`src/rtl/edge_event_pkg.sv`:
```
package edge_event_pkg;

  localparam int IDX_W = 6;

  typedef enum logic [1:0] {
    EM_ANY_A = 2'b00,
    EM_RISE  = 2'b01,
    EM_FALL  = 2'b10,
    EM_ANY_B = 2'b11
  } edge_mode_e;

  typedef struct packed {
    edge_mode_e       mode;
    logic             use_lock;
    logic [IDX_W-1:0] index;
  } evt_cfg_t;

endpackage

```
`src/rtl/evt_src_sel.sv`:
```
module evt_src_sel
  import edge_event_pkg::*;
#(
  parameter int NPIN        = 64,
  parameter int NLOCK       = 16,
  parameter int SYNC_STAGES = 2
) (
  input  logic             clk,
  input  logic             rst,
  input  logic [NPIN-1:0]  pin_in,
  input  logic [NLOCK-1:0] lock_in,
  input  evt_cfg_t         cur_cfg,
  input  evt_cfg_t         new_cfg,
  output logic             cur_smp,
  output logic             new_smp
);

  localparam int LOCK_IW = (NLOCK > 1) ? $clog2(NLOCK) : 1;
  localparam int TOT     = NPIN + NLOCK;
  localparam logic [IDX_W:0] NPIN_L = (IDX_W+1)'(NPIN);

  logic [TOT-1:0] stg [SYNC_STAGES];

  always_ff @(posedge clk) begin
    if (rst) begin
      for (int i = 0; i < SYNC_STAGES; i++) stg[i] <= '0;
    end else begin
      stg[0] <= {lock_in, pin_in};
      for (int i = 1; i < SYNC_STAGES; i++) stg[i] <= stg[i-1];
    end
  end

  logic [NPIN-1:0]  pins_s;
  logic [NLOCK-1:0] locks_s;
  assign pins_s  = stg[SYNC_STAGES-1][NPIN-1:0];
  assign locks_s = stg[SYNC_STAGES-1][TOT-1:NPIN];

  function automatic logic pick(evt_cfg_t c, logic [NPIN-1:0] pv, logic [NLOCK-1:0] lv);
    logic [LOCK_IW-1:0] li;
    li = c.index[LOCK_IW-1:0];
    if (c.use_lock)                    return lv[li];
    else if ({1'b0, c.index} < NPIN_L) return pv[c.index];
    else                               return 1'b0;
  endfunction

  assign cur_smp = pick(cur_cfg, pins_s, locks_s);
  assign new_smp = pick(new_cfg, pins_s, locks_s);

endmodule

```
`src/rtl/evt_edge_det.sv`:
```
module evt_edge_det
  import edge_event_pkg::*;
(
  input  logic       clk,
  input  logic       rst,
  input  edge_mode_e mode,
  input  logic       smp,
  input  logic       new_smp,
  input  logic       cfg_we,
  input  logic       poll_req,
  input  logic       consume,
  output logic       hit,
  output logic       evt_flag,
  output logic       poll_data
);

  logic prev;
  logic rise, fall;

  assign rise = smp & ~prev;
  assign fall = ~smp & prev;

  always_comb begin
    unique case (mode)
      EM_RISE: hit = rise;
      EM_FALL: hit = fall;
      default: hit = rise | fall;
    endcase
  end

  always_ff @(posedge clk) begin
    if (rst) begin
      prev      <= 1'b0;
      evt_flag  <= 1'b0;
      poll_data <= 1'b0;
    end else begin
      prev      <= cfg_we ? new_smp : smp;
      poll_data <= poll_req ? evt_flag : 1'b0;
      if (cfg_we || consume) evt_flag <= 1'b0;
      else if (poll_req)     evt_flag <= hit;
      else                   evt_flag <= evt_flag | hit;
    end
  end

endmodule

```
`src/rtl/evt_wait_ctl.sv`:
```
module evt_wait_ctl #(
  parameter int TMO_W = 16
) (
  input  logic             clk,
  input  logic             rst,
  input  logic             wait_req,
  input  logic             tmo_en,
  input  logic [TMO_W-1:0] limit,
  input  logic             hit,
  input  logic             flag,
  output logic             busy,
  output logic             consume,
  output logic             wait_done,
  output logic             wait_timeout
);

  logic [TMO_W-1:0] cnt;
  logic [TMO_W-1:0] lim_q;
  logic             tmo_q;
  logic [TMO_W:0]   cnt_nxt;
  logic             expire;

  assign cnt_nxt = {1'b0, cnt} + 1'b1;
  assign consume = busy & (hit | flag);
  assign expire  = busy & tmo_q & ~(hit | flag) & (cnt_nxt >= {1'b0, lim_q});

  always_ff @(posedge clk) begin
    if (rst) begin
      busy         <= 1'b0;
      cnt          <= '0;
      lim_q        <= '0;
      tmo_q        <= 1'b0;
      wait_done    <= 1'b0;
      wait_timeout <= 1'b0;
    end else begin
      wait_done    <= consume | expire;
      wait_timeout <= expire;
      if (wait_req) begin
        busy  <= 1'b1;
        cnt   <= '0;
        lim_q <= limit;
        tmo_q <= tmo_en;
      end else if (consume || expire) begin
        busy <= 1'b0;
      end else if (busy) begin
        cnt <= cnt_nxt[TMO_W-1:0];
      end
    end
  end

endmodule

```
`src/rtl/edge_event_unit.sv`:
```
module edge_event_unit
  import edge_event_pkg::*;
#(
  parameter int NPIN        = 64,
  parameter int NLOCK       = 16,
  parameter int SYNC_STAGES = 2,
  parameter int TMO_W       = 16
) (
  input  logic             clk,
  input  logic             rst,
  input  logic             cfg_we,
  input  logic [8:0]       cfg_word,
  input  logic [NPIN-1:0]  pin_in,
  input  logic [NLOCK-1:0] lock_in,
  input  logic             poll_req,
  input  logic             wait_req,
  input  logic             wait_tmo_en,
  input  logic [TMO_W-1:0] wait_limit,
  output logic             evt_flag,
  output logic             poll_data,
  output logic             irq,
  output logic             wait_done,
  output logic             wait_timeout
);

  evt_cfg_t cfg_q;
  evt_cfg_t cfg_in;
  logic     cur_smp, new_smp, hit, consume, wait_busy;

  assign cfg_in = evt_cfg_t'(cfg_word);

  always_ff @(posedge clk) begin
    if (rst) begin
      cfg_q <= '0;
      irq   <= 1'b0;
    end else begin
      if (cfg_we) cfg_q <= cfg_in;
      irq <= hit & ~cfg_we;
    end
  end

  evt_src_sel #(.NPIN(NPIN), .NLOCK(NLOCK), .SYNC_STAGES(SYNC_STAGES)) u_src (
    .clk(clk), .rst(rst), .pin_in(pin_in), .lock_in(lock_in),
    .cur_cfg(cfg_q), .new_cfg(cfg_in), .cur_smp(cur_smp), .new_smp(new_smp)
  );

  evt_edge_det u_det (
    .clk(clk), .rst(rst), .mode(cfg_q.mode), .smp(cur_smp), .new_smp(new_smp),
    .cfg_we(cfg_we), .poll_req(poll_req), .consume(consume), .hit(hit),
    .evt_flag(evt_flag), .poll_data(poll_data)
  );

  evt_wait_ctl #(.TMO_W(TMO_W)) u_wait (
    .clk(clk), .rst(rst), .wait_req(wait_req), .tmo_en(wait_tmo_en),
    .limit(wait_limit), .hit(hit), .flag(evt_flag), .busy(wait_busy),
    .consume(consume), .wait_done(wait_done), .wait_timeout(wait_timeout)
  );

endmodule

```
`config.mk`:
```
export PLATFORM = sky130hd
export DESIGN_NAME = edge_event_unit
export DESIGN_NICKNAME = d
export VERILOG_FILES = /design/src/rtl/edge_event_pkg.sv /design/src/rtl/evt_src_sel.sv /design/src/rtl/evt_edge_det.sv /design/src/rtl/evt_wait_ctl.sv /design/src/rtl/edge_event_unit.sv
export SDC_FILE = /design/constraint.sdc
export NUM_CORES = 1
export LEC_CHECK = 0
export BUFFER_PORTS_ARGS = -buffer_cell sky130_fd_sc_hd__buf_2
export CAP_MARGIN = 20
export CORE_ASPECT_RATIO = 1.25
export CORE_MARGIN = 8
export CORE_UTILIZATION = 57
export DETAILED_ROUTE_END_ITERATION = 10
export PLACE_DENSITY = 0.76
export SYNTH_ARGS = -nofsm -noshare
export SYNTH_HDL_FRONTEND = slang
export SYNTH_SLANG_ARGS = --single-unit
```
`constraint.sdc`:
```
create_clock -name clk -period 3.89 [get_ports clk]
set_clock_uncertainty 0.05 [all_clocks]
set_input_delay 0.389 -clock clk [delete_from_list [all_inputs] [get_ports clk]]
set_output_delay 0.389 -clock clk [all_outputs]
set_load 0.03 [all_outputs]
```
; ---- After elaboration in Yosys (flattened, before gate mapping)
; Memory sizes are Yosys's and may differ from the RTL's.
; Index checks and enable logic that the tools add are counted.
[totals]
output_inout_bits = 5
mem_bits_rw = 160
memories = 1
in_bits = 111
regBits = 49
elab_cells = 67
[memory_table]
columns = name, depth, width, rd, rd_ports_with_merged_regs, write_ports, line
row1 = u_src.stg, 2, 80, 2, 0, 2, evt_src_sel.sv:22  ; logic [TOT-1:0] stg [SYNC_STAGES];
[classes]
add_sub_neg = 1
n_mux = 20
order_cmp = 5
eq_ne = 2
n_bitwise = 18
reduce_logical = 7
[ops]
columns = op, count
row1 = $mux W80, 2
row2 = $add A16 B1 Y17 const B, 1
row3 = $ge A17 B16 Y1, 1
row4 = $lt A6 B7 Y1 const B, 2
row5 = $mux W1, 13
row6 = $bmux W1 S6, 2
row7 = $lt A4 B5 Y1 const B, 2
row8 = $bmux W1 S4, 2
row9 = $and A1 B1 Y1, 7
row10 = $not A1 Y1, 6
row11 = $reduce_or A2 Y1, 3
row12 = $or A1 B1 Y1, 5
row13 = $eq A2 B1 Y1 const B, 1
row14 = $eq A2 B2 Y1 const B, 1
row15 = $logic_or A1 B1 Y1, 2
row16 = $pmux W1 S2, 1
row17 = $reduce_and A2 Y1, 1
row18 = $reduce_bool A2 Y1, 1

; ---- Depth between registers and ports, before layout
; Gate-level depths: netlist (run 1).
[depth]
word_depth = 14
ltp_mapped = 16
mapped_depth_nobuf = 13

; ---- Cells and area by module
; A second synthesis (run 1) with hierarchy kept.
[hier_totals]
hier_cells = 758
area_unflattened_um2 = 8354.3
[modules_own_cells]
columns = module, area_each_um2, seq_area_each_um2, n_inst, cells_each
row1 = evt_src_sel, 5799.3, 3203.1, 1, 470
row2 = evt_wait_ctl, 2018.2, 720.7, 1, 237
row3 = edge_event_unit, 347.8, 200.2, 1, 31
row4 = evt_edge_det, 188.9, 60.1, 1, 20

; ---- Worst setup path before layout (run 1)
; Ideal clock, no wire load.
[synth_path]
kind = reg2reg
startpoint = reg cfg_q[1] in the netlist's numbering
endpoint = reg u_wait.cnt[12]
required_time_ps = 3768
n_path_buf = 3
setup_slack_ps = 377
period_less_slack_ps = 3513
setup_ps = 72
arrival_time_ps = 3392
path_stages_with_launch = 16
path_cell_list = dfxtp_1 > buf_2 > buf_4 > mux4_2 > nor2_1 > o22ai_1 > nor4_1 > o41ai_2 > ha_1 > a22o_1 > o21a_1 > a2111oi_0 > o211ai_1 > buf_4 > a21oi_1 > mux2i_1
[synth_via]
elab_chain_len = 14
word_cells_on_any_way = 18
cone_classes = mux: 6 / bitwise: 10 / reduce/logical: 2
[synth_lines]
columns = element, line
row1 = "start, declared", edge_event_unit.sv:26  ; evt_cfg_t cfg_q;
row2 = "start signal, assigned", edge_event_unit.sv:37  ; if (cfg_we) cfg_q <= cfg_in;
row3 = $bmux W1 S6 / $bmux W1 S4 (equally long branches), "evt_src_sel.sv:42, evt_src_sel.sv:41"
row4 = $mux W1 (on tied branches), "evt_src_sel.sv:42, evt_src_sel.sv:41"
row5 = $mux W1 *, evt_src_sel.sv:41  ; if (c.use_lock) return lv[li];
row6 = $not A1 Y1, evt_edge_det.sv:21  ; assign fall = ~smp & prev;
row7 = $and A1 B1 Y1, evt_edge_det.sv:21
row8 = $or A1 B1 Y1, evt_edge_det.sv:27  ; default: hit = rise | fall;
row9 = $pmux W1 S2 *, evt_edge_det.sv:24  ; unique case (mode)
row10 = $or A1 B1 Y1 *, "evt_wait_ctl.sv:24, evt_wait_ctl.sv:25"
row11 = $not A1 Y1, evt_wait_ctl.sv:25  ; assign expire = busy & tmo_q & ~(hit | flag) & (cnt_nxt >= {1'b0, lim_q});
row12 = $and A1 B1 Y1 (2 in a row), evt_wait_ctl.sv:25
row13 = $logic_or A1 B1 Y1 *, evt_wait_ctl.sv:43  ; end else if (consume || expire) begin
row14 = $not A1 Y1 (no line) *, -
row15 = $reduce_and A2 Y1 (no line) *, -
row16 = "end signal, assigned", evt_wait_ctl.sv:46  ; cnt <= cnt_nxt[TMO_W-1:0];
row17 = "end, declared", evt_wait_ctl.sv:17  ; logic [TMO_W-1:0] cnt;
; Mark *: on every way between the ends. The rest lies on a longest branch, timed or not. The select of a mux whose other input is x is not followed.
; A chain may end at the register's enable or synchronous reset.

; ---- Worst setup path in the final report (run 1)
[layout_path]
startpoint = reg u_wait.cnt[2]
endpoint = reg u_wait.cnt[9]
[layout_via]
elab_chain_len = 6
[layout_lines]
columns = element, line
row1 = $add A16 B1 Y17, evt_wait_ctl.sv:23  ; assign cnt_nxt = {1'b0, cnt} + 1'b1;
row2 = via u_wait.cnt_nxt[11], evt_wait_ctl.sv:20  ; logic [TMO_W:0] cnt_nxt;
row3 = $ge A17 B16 Y1, evt_wait_ctl.sv:25
row4 = $and A1 B1 Y1, evt_wait_ctl.sv:25
row5 = $logic_or A1 B1 Y1, evt_wait_ctl.sv:43
row6 = $not A1 Y1 (no line), -
row7 = $reduce_and A2 Y1 (no line), -
; The timed path passes the listed nets, and every way through them passes these cells.

==> results of run 1 <==
[report_power, final]
group | internal [mW] | total (mW) | switching, mW | leakage [nW]
Combinational | 0.207 | 0.405 | 0.198 | 2.03
Clock | 1.21 | 2.05 | 0.840 | 0.342
Sequential | 2.24 | 2.29 | 0.0496 | 1.73
[through the flow]
stage	std cells	hold slack [ps]
final	1055	43.22
after global routing	1055	32.35
after CTS	1055	32.17
after detailed placement	1017	374.3
after global placement	1017	372.8
after floorplan	764	363.8
[critical path, stage by stage, from the launching register on]
cell      delay (ps)
dfxtp_1          440
nand2_1          110
or4_1            640
inv_1            100
nand3_1          110
xnor2_1          160
ha_1             290
nand4_1          160
or3_1            430
o311a_1          380
o211ai_1         120
buf_4            240
a21oi_1          110
mux2i_1          120
[routing by layer]
metal  routed length (um)  share of wire [%]  vias up  global-route usage, %
met5                   18               0.11        -                      0
met4                  461                2.7        4                  7.121
met3                  981                5.7       44                  3.968
met2                 8989                 53      172                  33.82
met1                 6616                 39     2671                  18.44
li1                     -                  -     2794                      -
[state kept, by name, indices dropped and copies added (netlist names)]
register	count
u_src.stg	160
u_wait.cnt	16
u_wait.lim_q	16
cfg_q	9
irq	1
u_det.evt_flag	1
u_det.poll_data	1
u_det.prev	1
u_wait.busy	1
u_wait.tmo_q	1
u_wait.wait_done	1
u_wait.wait_timeout	1
[cells by family after synthesis]
group,count (synthesis)
fa+ha+maj,21
compound gates,54
xor+xnor,14
buf+inv,76
flops,209
simple gates,296
mux,94
[repair_timing]
action | in CTS | in global routing
endpoints found under the setup margin | 0 | 16
setup buffers | 0 | 0
resized for setup | 0 | 4
[cell usage in the layout, fill, tap and decap left out, types with 3 or more instances in the layout]
master      Yosys  routed
bufinv_16       0       3
inv_6           0       5
a21o_1          4       4
clkbuf_16       0      21
ha_1           21      21
nor3_1          4       4
nor2b_1       162     162
nand3_1        15      15
o21ai_0         7       7
nand4_1         7       7
or3_1          15      14
o21a_1          3       3
buf_4           4       7
nor3b_1         3       3
mux4_2         33      33
xor2_1          3       3
clkinvlp_4      0       3
nand3b_1        5       5
o21ai_1         6       6
inv_1          28      28
a21oi_1        18      18
mux2i_1        53      53
mux4_1          6       6
buf_2           8     114
xnor2_1        11      11
nand2_1        34      34
dfxtp_1       209     208
clkinv_2        0       4
nor2_1         42      42
[worst paths after layout]
kind                                  startpoint  slack (ps)                 to  cells past startpoint
worst max-delay path               u_wait.cnt[2]         320      u_wait.cnt[9]                     13
worst min register to register  u_src.stg[0][55]         390  u_src.stg[0][135]                      1
worst max register to register     u_wait.cnt[2]         320      u_wait.cnt[9]                     13
worst min-delay path                  lock_in[9]          40   u_src.stg[0][73]                      2
[layout make-up]
| type | count | share of cell area, % |
|---|---|---|
| sequential | 209 | 42.88 |
| clock inverter | 15 | 1.808 |
| multi-input combinational | 479 | 39.78 |
| inverter | 28 | 1.077 |
| clock buffer | 23 | 5.462 |
| timing repair buffer | 123 | 6.705 |
| tap | 178 | 2.282 |
[cell usage after synthesis, drive strengths merged (2+ instances only)]
cell type	number	area, um^2
a21o	4	30.03
a21oi	18	90.09
a31oi	2	12.51
a41oi	2	17.52
buf	17	120.1
clkbuf	31	117.6
dfxtp	209	4184
ha	21	262.8
inv	28	105.1
mux2i	53	530.5
mux4	40	925.9
nand2	34	127.6
nand3	15	75.07
nand3b	5	37.54
nand4	7	43.79
nor2	42	157.7
nor2b	162	1013
nor3	4	20.02
nor3b	3	22.52
nor4b	2	17.52
o211a	2	20.02
o211ai	3	27.52
o21a	3	22.52
o21ai	13	65.06
o311a	2	20.02
or3	15	93.84
or4	2	15.01
xnor2	11	96.34
xor2	3	26.28
==> run summary, run 1 <==
Simple-gate portion of the synthesized area: 19.79%
Core area: 0.01441 mm^2
Hpwl dp: 12370 um
Final worst path period need: 3570 ps
Ys async rst share: 0%
CP Capture Type: register
Library cells used by synthesis: 50
Synth Register Bits: 209
Max-cap violation count: 0
Fin nets: 994
Post-Place Setup Slack: 135.9 ps
CTS clk-pin slew, worst paths: 60 ps
Residual DRC: 0
Synth Area in Compound Gates: 4.246%
Final Hold Fails: 0
Die footprint: 0.01890 mm^2
Syn Inst Count: 764
Slew Viols, Final: 0
Post-synthesis adder-cell area fraction: 3.129%
Antenna diodes: 0
Placed inst area: 0.009037 mm^2
Final setup fails: 0
Hold buffers post-CTS: 0
Initial antenna violation count: 2
Clk sinks: 209
Main synth FF type: dfxtp_1
First-pass GRT wire length: 27700 um
Area grow syn2layout: 16.21%
Clk buf depth: 3
Final WS setup: 320.4 ps
Setup CP Type: reg -> reg
Total chip power: 4.745 mW
Multi-input logic area: 0.003882 mm^2
CP arrival: 3900 ps
WL/cell: 16.18 um
Initial DRT Pass Iterations: 4
Status: complete, no violations
CTS Buf Count: 21
FILL cells: 1103
Post-Syn Area: 0.008398 mm^2
Maximum clock frequency: 280.1 MHz
Total Routing Usage GR: 17.69%
Die Ht: 151.7 um
CP max FO: 13
Post-route ant nets: 0
Vias: 5685
Die W: 124.6 um
Hold crit path type: in -> reg
Clk_lat worst skew: 500 ps
Post-synth EDFFs: 0
CTS Root Cell: clkbuf_16
PwrDens: 486.2 mW/mm^2
Port Buffers: 115
Initial Utilization: 58.29%
H-tree Lvls: 1
Worst endpoint required time: 4220 ps
Final WL: 17070 um
Layout cells sized above 1: 22.92%
Syn_nets: 896
Final Cycle Share: 91.76%
Register area: 0.004185 mm^2
Register area share after synthesis: 49.82%
Synth Warn #: 0
Vias in the first global route: 5928
Largest family of logic cells by synthesized area: simple AND/OR/NAND/NOR gates
Setup_tns: 0 ps
Initial DRC Count: 354
Cell Rows: 49
Setup crit start kind: register
Synth Area in XOR/XNOR: 1.460%
Relative slew slack: 32.32%
Pleak: 4.096 nW
Final Core Density: 67.74%
Design area: 0.009759 mm^2
CTS tree: done
Worst slew pin tran: 1011 ps
Peak supply drop: 387.1 uV
GR Overflow Total: 0
Largest net degree at the start of global routing: 136
Fraction of synthesized area in multiplexers: 17.48%
DR vias/cell: 5.389
Placer Congestion: 0.9166
IO Count: 116
Syn Area/Cell: 10.99 um^2
No activity file was read; power rests on OpenSTA's default activity.
==> run 2, diff against run 1 <==
Settings changed: CORE_MARGIN 8 to 2.
==> run summary, run 2 (synthesis gave the netlist of run 1 again) <==
Layout cells sized above 1: 22.25% (-0.67 points)
Setup crit start kind: register
Final WL: 15920 um (-6.7%)
R2R depth: 12 (-1)
Die Ht: 139.7 um (-7.9%)
Pleak: 4.063 nW (-0.81%)
CTS Buf Count: 20 (-4.8%)
Initial DRC Count: 248 (-30%)
Largest Register: u_src.stg
Max-cap violation count: 0 (unchanged)
Clock share of power: 41.4% (-1.8 points)
Unrepaired setup endpoints after global routing: no
Initial DRT Pass Iterations: 4 (unchanged)
Initial antenna violation count: 1 (-1)
Initial Utilization: 58.29% (unchanged)
Clk buf depth: 3 (unchanged)
CTS clk-pin slew, worst paths: 60 ps (about the same)
H-tree Lvls: 1 (unchanged)
Hpwl dp: 11560 um (-6.6%)
CTS Root Cell: clkbuf_16
Final setup fails: 0 (unchanged)
Worst slew pin tran: 1052 ps (+40.81 ps)
First-pass GRT wire length: 25830 um (-6.7%)
Area grow syn2layout: 15.55%
Worst endpoint required time: 4260 ps (+40 ps)
Max reg flops: 160 (unchanged)
Sequential share of power: 49.8% (+1.5 points)
Maximum clock frequency: 280.3 MHz (about the same)
Most frequent cells in the layout: 208 x dfxtp_1, 162 x nor2b_1, 114 x buf_2, 53 x mux2i_1, 42 x nor2_1
Worst min-delay path endpoint: u_src.stg[0][55]
Clk_lat worst skew: 500 ps (about the same)
Setup CP Type: reg -> reg
Relative slew slack: 29.59% (-2.7 points)
Placed inst area: 0.009030 mm^2 (about the same)
Setup_tns: 0 ps (unchanged)
Post-route ant nets: 0 (unchanged)
Vias in the first global route: 5542 (-6.5%)
Sw Share: 22.21% (-0.72 points)
DR vias/cell: 5.315 (-1.4%)
Clk sinks: 209 (unchanged)
Core area: 0.01441 mm^2 (unchanged)
WHS Path Cells: 2 (unchanged)
Residual DRC: 0 (unchanged)
Total Routing Usage GR: 19.92% (+2.2 points)
CTS tree: done
Hold crit path type: in -> reg
Vias: 5586 (-1.7%)
RR Startpoint: u_wait.cnt[2]
Port Buffers: 115 (unchanged)
Peak supply drop: 451.6 uV (+17%)
Biggest regs: u_src.stg: 160 flops, u_wait.cnt: 16 flops, u_wait.lim_q: 16 flops
Final Hold Fails: 0 (unchanged)
Die footprint: 0.01573 mm^2 (-17%)
Combinational fraction of design power: 8.8% (+0.3 points)
Sw power: 1.021 mW (-6.2%)
Worst r2r dst: u_wait.cnt[6]
Fin nets: 992 (-0.20%)
R2R Setup Slk: 320 ps (about the same)
Hold_ws: 45.64 ps (+2.412 ps)
Status: complete, no violations
IO Count: 116 (unchanged)
Final Cycle Share: 91.73% (about the same)
Slew Viols, Final: 0 (unchanged)
Number of post-CTS setup repair buffers: 0 (unchanged)
Placer Congestion: 0.9283 (+1.3%)
CP arrival: 3930 ps (+30 ps)
PwrDens: 473.6 mW/mm^2 (-2.6%)
Cell Rows: 49 (unchanged)
Most common cell after layout, fill and taps aside: dfxtp_1
Die W: 112.6 um (-9.6%)
Design area: 0.009704 mm^2 (-0.56%)
CP Capture Type: register
WL/cell: 15.15 um (-6.3%)
Largest net degree at the start of global routing: 113 (-17%)
Pint: 3.576 mW (-2.2%)
Final Core Density: 67.36% (-0.38 points)
Hold Crit Start: pin_in[55]
Final worst path period need: 3568 ps (-1.482 ps)
CP max FO: 7 (-6)
GR Overflow Total: 0 (unchanged)
## run 2: how the worst max path moves through the flow
stage / from / to / slack (ps)
2_1_floorplan: cfg_q[1] / u_wait.cnt[12] / 380
3_3_place_gp: cfg_q[3] / u_wait.cnt[4] / 290
3_5_place_dp: cfg_q[3] / u_wait.cnt[12] / 70
4_1_cts: cfg_q[3] / u_wait.cnt[7] / 50
5_1_grt: u_wait.cnt[2] / u_wait.cnt[7] / 7
6_report: u_wait.cnt[2] / u_wait.cnt[6] / 320
## run 2: through the flow
| stage | power (mW) | cells | worst slack, ps |
|---|---|---|---|
| 6_report | 4.596 | 1051 | 321.9 |
| 5_1_grt | 4.766 | 1050 | 6.582 |
| 4_1_cts | 4.638 | 1050 | 49.52 |
| 3_5_place_dp | 2.737 | 1016 | 73.01 |
| 3_3_place_gp | 2.721 | 1016 | 291.2 |
| 2_1_floorplan | 2.608 | 764 | 376.6 |
## run 2: final cells by class
| type | instances | area [um^2] |
|---|---|---|
| inverters | 28 | 105.1 |
| clock buffers | 27 | 546.8 |
| repair buffers | 122 | 646.9 |
| clock inverters | 7 | 106.4 |
| multi-input cells | 479 | 3889 |
| flip-flops and latches | 209 | 4185 |
| fillers | 1100 | 4703 |
| diodes | 1 | 2.502 |
| well taps | 178 | 222.7 |
## run 2: layer usage
layer	global-route usage, %	vias to the layer above	share of wire [%]
met4	6.098	0	2.4
met1	22.65	2611	39
li1	-	2789	-
met2	37.16	151	53
met3	4.051	35	5.4
met5	0	-	0
## run 2: what timing repair did
| item | 4_1_cts | 5_1_grt |
|---|---|---|
| resized for setup | 0 | 5 |
| hold buffers | 0 | 0 |
| setup endpoints to repair | 0 | 17 |
## run 2: critical path: stages, from the launching register on
cell	delay (ps)
dfxtp_1	460
nand2_1	110
or4_1	640
inv_1	110
nand3_1	120
xnor2_1	150
ha_1	290
nand4_1	160
or3_1	420
o311a_1	380
o211a_2	200
o21ai_1	180
mux2i_1	210
## run 2: power groups by stage
stage / Combinational (mW) / Clock, mW / Sequential, mW
floorplan: 0.291 / 0 / 2.32
global placement: 0.388 / 0 / 2.33
detailed placement: 0.400 / 0 / 2.34
CTS: 0.402 / 1.95 / 2.29
global route: 0.448 / 2.02 / 2.30
finish: 0.403 / 1.90 / 2.29
==> run 3, diff against run 2 <==
Clock period 3.89 ns to 3.63 ns, I/O delays scaled along.
==> run summary, run 3 (synthesis gave the netlist of run 1 again) <==
Total chip power: 5.168 mW (+12%)
Core area: 0.01441 mm^2 (unchanged)
CP arrival: 3810 ps (-120 ps)
Relative slew slack: 32.98% (+3.4 points)
FILL cells: 1067 (-3.0%)
Vias in the first global route: 5677 (+2.4%)
Hold buffers post-CTS: 0 (unchanged)
Die W: 112.6 um (unchanged)
Sequential share of power: 47.5% (-2.3 points)
Post-route ant nets: 0 (unchanged)
Design area: 0.009928 mm^2 (+2.3%)
Register area: 0.004187 mm^2 (about the same)
Worst min-delay path endpoint: u_src.stg[0][18]
Final worst path period need: 3501 ps (-66.71 ps)
Peak supply drop: 464.9 uV (+2.9%)
CTS Buf Count: 21 (+5.0%)
Clk buf depth: 3 (unchanged)
WL/cell: 14.93 um (-1.5%)
Most frequent cells in the layout: 207 x dfxtp_1, 162 x nor2b_1, 114 x buf_2, 53 x mux2i_1, 41 x nor2_1
Initial DRT Pass Iterations: 5 (+1)
WHS Path Cells: 2 (unchanged)
Combinational fraction of design power: 8.7% (about the same)
Post-Place Cells: 1025 (+0.89%)
Largest Register: u_src.stg
Maximum clock frequency: 285.6 MHz (+1.9%)
Setup CP Type: reg -> reg
Multi-input logic area: 0.003926 mm^2 (+0.97%)
Total Routing Usage GR: 20.04% (+0.11 points)
CP max FO: 6 (-1)
PwrDens: 520.5 mW/mm^2 (+9.9%)
Final setup fails: 0 (unchanged)
WL met3: 744 um (-13%)
Initial DRC Count: 263 (+6.0%)
Status: complete, no violations
Placer Congestion: 0.9414 (+1.4%)
Final Cycle Share: 96.46% (+4.7 points)
CTS Root Cell: clkbuf_16
Fin nets: 1003 (+1.1%)
Clk_lat worst skew: 490 ps (about the same)
Setup crit start kind: register
RR Startpoint: u_wait.cnt[0]
Die footprint: 0.01573 mm^2 (unchanged)
Highest layer used for signal routing: met5
Sw power: 1.119 mW (+9.6%)
Residual DRC: 0 (unchanged)
Pint: 4.049 mW (+13%)
IO Count: 116 (unchanged)
Hold_ws: 33.45 ps (-12.19 ps)
Worst r2r dst: u_wait.cnt[9]
Placed inst area: 0.009110 mm^2 (+0.89%)
Met2 WL: 8617 um (+2.7%)
Worst slew pin tran: 1002 ps (-50.59 ps)
Worst endpoint required time: 3940 ps (-320 ps)
Port Buffers: 115 (unchanged)
Hpwl dp: 11540 um (-0.14%)
Vias: 5665 (+1.4%)
CP Capture Type: register
Slew Viols, Final: 0 (unchanged)
CTS tree: done
DR vias/cell: 5.319 (about the same)
Area grow syn2layout: 18.22%
First-pass GRT wire length: 26160 um (+1.3%)
Met1 Wirelength: 6204 um (-1.4%)
Biggest regs: u_src.stg: 160 flops, u_wait.cnt: 16 flops, u_wait.lim_q: 16 flops
Die Ht: 139.7 um (unchanged)
Max reg flops: 160 (unchanged)
Most common cell after layout, fill and taps aside: dfxtp_1
Hold Crit Start: pin_in[18]
CTS clk-pin slew, worst paths: 70 ps (about the same)
Final WL: 15900 um (-0.17%)
Hold crit path type: in -> reg
Max-cap violation count: 0 (unchanged)
GR Overflow Total: 0 (unchanged)
Layout cells sized above 1: 24.52% (+2.3 points)
Initial Utilization: 58.29% (unchanged)
Clock share of power: 43.8% (+2.4 points)
R2R depth: 13 (+1)
Cell Rows: 49 (unchanged)
Pleak: 4.165 nW (+2.5%)
Clk sinks: 209 (unchanged)
Post-Layout Cell Count: 1065 (+1.3%)
Setup_tns: 0 ps (unchanged)
R2R Setup Slk: 130 ps (-190 ps)
Sw Share: 21.65% (-0.55 points)
H-tree Lvls: 1 (unchanged)
Largest net degree at the start of global routing: 136 (+20%)
Initial antenna violation count: 2 (+1)
Final Hold Fails: 0 (unchanged)
[run 3: cell types whose count changed in the layout (fill, tap and decap cells not counted), moves of 2 or more]
| cell | previous run | this run |
|---|---|---|
| a21oi_2 | 0 | 2 |
| bufinv_16 | 2 | 4 |
| clkbuf_1 | 5 | 2 |
| buf_4 | 6 | 14 |
| a21oi_1 | 18 | 16 |
| clkinvlp_4 | 1 | 3 |
[run 3: timing repair]
action	4_1_cts	5_1_grt
hold endpoints to repair	0	0
pin swaps	0	2
buffers inserted	0	1
resized for setup	3	11
setup endpoints to repair	16	16
[run 3: worst max-delay path, stage by stage, from the launching register on]
cell	delay, ps
dfxtp_1	430
ha_1	280
nand4_1	180
nor2_1	250
nand4_1	190
xnor2_1	170
ha_1	310
nand4_1	150
or3_1	430
o311a_1	380
o211ai_1	130
buf_4	200
a21oi_1	80
mux2i_1	130
[run 3: area by class of cell]
type	count	area share, %
diodes	2	0.05041
clock buffers	26	5.785
clock inverters	11	1.714
inverters	28	1.059
multi-input cells	479	39.55
flip-flops and latches	209	42.17
well taps	178	2.243
repair buffers	132	7.435
[run 3: power groups by stage]
| stage | combinational [mW] | clock [mW] | sequential (mW) |
|---|---|---|---|
| 2_1_floorplan | 0.311 | 0 | 2.48 |
| 3_3_place_gp | 0.422 | 0 | 2.50 |
| 3_5_place_dp | 0.438 | 0 | 2.50 |
| 4_1_cts | 0.445 | 2.31 | 2.45 |
| 5_1_grt | 0.500 | 2.41 | 2.46 |
| 6_report | 0.451 | 2.26 | 2.45 |
[run 3: stage by stage]
stage                     setup slack [ps]  util (%)
after global routing                -8.111     68.88
after floorplan                      116.6         -
after global placement               77.41     63.23
final                                128.6     68.91
after CTS                            25.67     68.48
after detailed placement            -114.1     63.23
[run 3: metal layers]
layer,vias up,track usage (%)
met5,-,0
met1,2677,21.94
met4,2,5.969
met2,149,38.67
li1,2811,-
met3,26,3.659
[run 3: how the worst max path moves through the flow]
stage | startpoint | endpoint | cells past startpoint
6_report | u_wait.cnt[0] | u_wait.cnt[9] | 13
5_1_grt | cfg_q[1] | u_wait.cnt[9] | 14
4_1_cts | cfg_q[1] | u_wait.cnt[9] | 13
3_5_place_dp | cfg_q[1] | u_wait.cnt[9] | 13
3_3_place_gp | cfg_q[0] | u_wait.cnt[3] | 14
2_1_floorplan | cfg_q[1] | u_wait.cnt[12] | 15
